### src/rtl/tmr_channel.sv
module tmr_channel #(
  parameter int CW        = 8,
  parameter bit TRIG_HIGH = 1'b1,
  parameter bit GEN_HIGH  = 1'b1
) (
  input  logic          clk,
  input  logic          rst,
  input  logic          run_en,
  input  logic          load_req,
  input  logic          count_down,
  input  logic          auto_reload,
  input  logic          capture_mode,
  input  logic          capture_en,
  input  logic          gen_en,
  input  logic          freeze,
  input  logic          trig_in,
  input  logic          load_wr,
  input  logic [CW-1:0] load_wdata,
  input  logic          load_rd,
  output logic [CW-1:0] count_out,
  output logic [CW-1:0] load_out,
  output logic          gen_out,
  output logic          event_out
);
  localparam logic [CW-1:0] ONES = '1;
  localparam logic [CW-1:0] ZERO = '0;
  localparam logic TRIG_IDLE = ~TRIG_HIGH;

  logic [CW-1:0] cnt_q, load_q;
  logic reload_due_q, stopped_q, cap_full_q, evt_q, gen_q;
  logic sync1_q, sync2_q, prev_q;

  wire trig_now  = TRIG_HIGH ? sync2_q : ~sync2_q;
  wire trig_prev = TRIG_HIGH ? prev_q  : ~prev_q;
  wire trig_edge = trig_now & ~trig_prev;

  wire step     = run_en & ~freeze & ~stopped_q & ~load_req;
  wire at_term  = count_down ? (cnt_q == ZERO) : (cnt_q == ONES);
  wire expire   = step & ~capture_mode & ~reload_due_q & at_term;
  wire cap_hit  = capture_mode & capture_en & run_en & trig_edge;
  wire cap_take = cap_hit & (auto_reload | ~cap_full_q);

  always_ff @(posedge clk) begin
    if (rst) begin
      sync1_q <= TRIG_IDLE;
      sync2_q <= TRIG_IDLE;
      prev_q  <= TRIG_IDLE;
    end else begin
      sync1_q <= trig_in;
      sync2_q <= sync1_q;
      prev_q  <= sync2_q;
    end
  end

  always_ff @(posedge clk) begin
    if (rst) begin
      cnt_q        <= ZERO;
      reload_due_q <= 1'b0;
      stopped_q    <= 1'b0;
    end else if (load_req) begin
      cnt_q        <= load_q;
      reload_due_q <= 1'b0;
      stopped_q    <= 1'b0;
    end else if (step) begin
      if (reload_due_q && !capture_mode) cnt_q <= load_q;
      else if (count_down)               cnt_q <= cnt_q - 1'b1;
      else                               cnt_q <= cnt_q + 1'b1;
      reload_due_q <= expire & auto_reload;
      if (expire && !auto_reload) stopped_q <= 1'b1;
    end
  end

  always_ff @(posedge clk) begin
    if (rst) begin
      load_q     <= ZERO;
      cap_full_q <= 1'b0;
    end else begin
      if (load_wr)       load_q <= load_wdata;
      else if (cap_take) load_q <= cnt_q;
      if (cap_take && !load_wr) cap_full_q <= 1'b1;
      else if (load_rd)         cap_full_q <= 1'b0;
    end
  end

  always_ff @(posedge clk) begin
    if (rst) begin
      evt_q <= 1'b0;
      gen_q <= 1'b0;
    end else begin
      evt_q <= expire | cap_hit;
      gen_q <= expire & gen_en;
    end
  end

  assign count_out = cnt_q;
  assign load_out  = load_q;
  assign event_out = evt_q;
  assign gen_out   = GEN_HIGH ? gen_q : ~gen_q;

  a_r2_load_copies: assert property (@(posedge clk) disable iff (rst)
    load_req |=> cnt_q == $past(load_q));
  a_r5_hold_stays: assert property (@(posedge clk) disable iff (rst)
    (stopped_q && !load_req) |=> $stable(cnt_q));
  a_r6_gen_single: assert property (@(posedge clk) disable iff (rst)
    gen_q |=> !gen_q);
  a_r6_gen_with_event: assert property (@(posedge clk) disable iff (rst)
    gen_q |-> evt_q);
  a_r7_event_needs_run: assert property (@(posedge clk) disable iff (rst)
    evt_q |-> $past(run_en));
  a_r8_freeze_holds: assert property (@(posedge clk) disable iff (rst)
    (freeze && !load_req) |=> $stable(cnt_q));
  a_r10_hold_until_read: assert property (@(posedge clk) disable iff (rst)
    (capture_mode && !auto_reload && cap_full_q && !load_wr) |=> $stable(load_q));
endmodule

### config.mk
export PLATFORM = sky130hd
export DESIGN_NAME = tmr_channel
export DESIGN_NICKNAME = d
export VERILOG_FILES = /design/src/rtl/tmr_channel.sv
export SDC_FILE = /design/constraint.sdc
export NUM_CORES = 1
export LEC_CHECK = 0
export BUFFER_PORTS_ARGS = -buffer_cell sky130_fd_sc_hd__buf_2
export CAP_MARGIN = 20
export CORE_MARGIN = 8
export CORE_UTILIZATION = 47
export DETAILED_ROUTE_END_ITERATION = 8
export PLACE_DENSITY = 0.77
export SLEW_MARGIN = 20
export SYNTH_ARGS = -nofsm -noshare
export SYNTH_HDL_FRONTEND = slang
export SYNTH_SLANG_ARGS = --single-unit
### constraint.sdc
create_clock -name clk -period 2.1 [get_ports clk]
set_clock_uncertainty 0.15 [all_clocks]
set_input_delay 0.42 -clock clk [delete_from_list [all_inputs] [get_ports clk]]
set_output_delay 0.42 -clock clk [all_outputs]
set_load 0.005 [all_outputs]
==> qor.yml <==
die:
  die_w_um: 70.87
  die_area_um2: 5023
  core-area_um2: 2953
  core.rowCount: 20
  die_y_um: 70.87
  io_pins: 39
  start_util_pct: 47.92
routing:
  dr.pass1.iters: 4
  vias_per_cell: 5.544
  ant_nets: 0
  vias: 1375
  drtIter0Drc: 69
  wire_per_inst_um: 15.00
  routed_wl_um: 3719
  drc: 0
yosys:
  yosysMostFrequentCell: "dfxtp_1"
  synth_top_area_cell: "dfxtp_1"
  ys_types: 43
  synth.area.mux_share_pct: 11.14
  synth-seq-area-share_pct: 33.95
  ys_ff_latch: 24
  synth_compound_area_share_pct: 18.21
  yosys.area_share.simple_pct: 24.14
  synth_top_area_share_pct: 33.95
  synth_adder_area_share_pct: 6.720
  yosysWarnings: 0
  synth-xor-area-share_pct: 1.238
  ys.flop_type: "dfxtp_1"
  synth_fp_nets: 191
  synth_area_um2: 1415
  yosys-top-cells-area: "dfxtp_1 (34%), mux2i_1 (6.4%), ha_1 (5.3%)"
  synth_cells: 163
  synth-async-reset-ratio_pct: 0
  synth_edf_count: 0
  syn_area_per_cell_um2: 8.682
  synth_top_family_by_area: "simple AND/OR/NAND/NOR gates"
  yosys-top-cells-count: "dfxtp_1 (24), nor2_1 (16), a21oi_1 (13)"
clock_network:
  htreeDepth: 1
  clock_latency_ns: 0.31
  clk_pin_slew_ns: 0.13
  cts_tree: "yes"
  clkSinkCount: 24
  root_buffer: "clkbuf_4"
  cts_buffers: 3
  cts_setup_buffers: 0
  cts_buffer_depth: 2
finish:
  drive_gt1_share_pct: 33.95
  final_core_util_pct: 60.00
  n_antenna_cell: 0
  ff_latch_area_um2: 481.7
  syn2layout_area_growth_pct: 25.20
  nFillCells: 284
  multiInputGateArea_um2: 869.6
  nets: 244
worst_setup_path:
  path_cells: "ha_1, a21o_1, a2111oi_0, a21oi_1, a211o_1, a21oi_1"
  critPathKind: "reg2reg"
  critPathCaptureType: "flop"
  cp-start-kind: "flop"
  slowest_delay_ns: 0.42
  r2r_slack_ns: 0.12
  critPathRequiredTime_ns: 2.20
  path_common_cell: "a21oi_1"
  cp_max_fo: 5
  cpMaxStageDelayCell: "a2111oi_0"
  cp.arrival_ns: 2.08
global_routing:
  grt_overflow_total: 0
  grt_use_total_pct: 14.75
  grt_max_degree: 24
  grt_pass1_wl_um: 6210
  antenna_found_initial: 0
  grt_pass1_vias: 1391
pwr:
  power_leakage_nw: 0.8552
  max-vdd-ir-drop_uv: 475.3
  power_mw: 1.053
  p_per_area_nw_per_um2: 594.1
sta:
  slew_headroom_pct: 70.86
  timing.final.crit_period_ns: 1.983
  setup_tns_ns: 0
  slew_violations: 0
  fin_crit_sh_pct: 94.43
  setup_viol: 0
  hold_viol: 0
  fmax_ghz: 0.5043
  rsz0062_at_grt: "no"
  worstMarginPinSlew_ns: 0.4372
  worst_slack_ns: 0.1170
placed_design:
  gp_congestion: 0.9068
  dpl_worst_slack_ns: -0.1737
  io_buffers: 38
  hpwlAfterDp_um: 2880
job:
  maxCapViolCount: 0
worst_hold_path:
  min_path_type: "in2reg"
status:
  outcome: "complete, no violations"
## report_power, final
group	total, mW	switching, mW	internal, mW	leakage, nW
registers	0.502	0.0202	0.482	0.197
clock network	0.239	0.133	0.106	0.0210
logic	0.311	0.155	0.156	0.637
## flip-flops by register name, indices dropped and copies added, names as in the netlist
signal        count
sync2_q           1
count_out         8
sync1_q           1
reload_due_q      1
load_out          8
event_out         1
prev_q            1
cap_full_q        1
stopped_q         1
gen_out           1
## layout make-up
class / instances / area share (%)
clock buffers: 4 / 2.048
repair buffers: 55 / 18.08
well taps: 33 / 2.331
multi-input cells: 126 / 49.08
flip-flops and latches: 24 / 27.19
inverters: 6 / 1.271
## per-stage QoR
step / instances / hold WS, ns / area [um^2]
3_5_place_dp: 244 / 0.2704 / 1732
6_report: 248 / 0.1708 / 1772
4_1_cts: 248 / 0.1671 / 1768
2_1_floorplan: 163 / 0.2638 / 1415
3_3_place_gp: 244 / 0.2680 / 1732
5_1_grt: 248 / 0.1841 / 1772
## worst max-delay path, delay by kind of cell, from the launching register on
family                     cells  cell delay, ns
AOI/OAI and AO/OA              5            1.09
DFF                            1            0.35
adders and majority gates      1            0.33
## cell usage in the layout, fill, tap and decap left out, types with 3 or more instances in the layout
master    Yosys  routed
a211oi_1      5       5
a21o_1        3       3
a21oi_1      13      13
buf_2         1      37
buf_4         0      17
clkbuf_4      0       4
dfxtp_1      24      23
ha_1          6       6
inv_1         6       6
mux2_2        6       6
mux2i_1       9       9
nand2_1       8       8
nand3_1       3       3
nor2_1       16      16
nor2b_1       8       8
nor3_1        7       7
nor3b_1       3       3
o211ai_1      4       4
o21ai_0       5       5
or3_1         3       3
## path summary, 6_finish.rpt
kind	from	to	cells after the start
min	trig_in	sync1_q$_SDFF_PP0_	2
max reg2reg	count_out[5]$_SDFFE_PP0P_	count_out[6]$_SDFFE_PP0P_	6
min reg2reg	sync1_q$_SDFF_PP0_	sync2_q$_SDFF_PP0_	1
max	count_out[5]$_SDFFE_PP0P_	count_out[6]$_SDFFE_PP0P_	6
## kinds of logic (layout without fill, tap and decap cells)
kind of cell    after synthesis  in the layout
fa+ha+maj                     7              7
mux                          15             15
simple gates                 62             62
compound gates               40             40
buf+inv                      13             65
xor+xnor                      2              2
flops                        24             24
## per-layer routing
layer  vias up  part of all wire [%]  GRT usage, %
li1        696                     -             -
met1       629                    44         16.90
met2        44                    49         25.54
met3         6                   5.6         4.096
met4         0                   1.5         5.081
met5         -                     0             0
## what timing repair did
item | in CTS | in global routing
endpoints found under the hold margin | 0 | 0
hold buffers | 0 | 0
gates resized for setup | 0 | 2
setup endpoints to repair | 0 | 3
(Power assumes the default switching activity.)
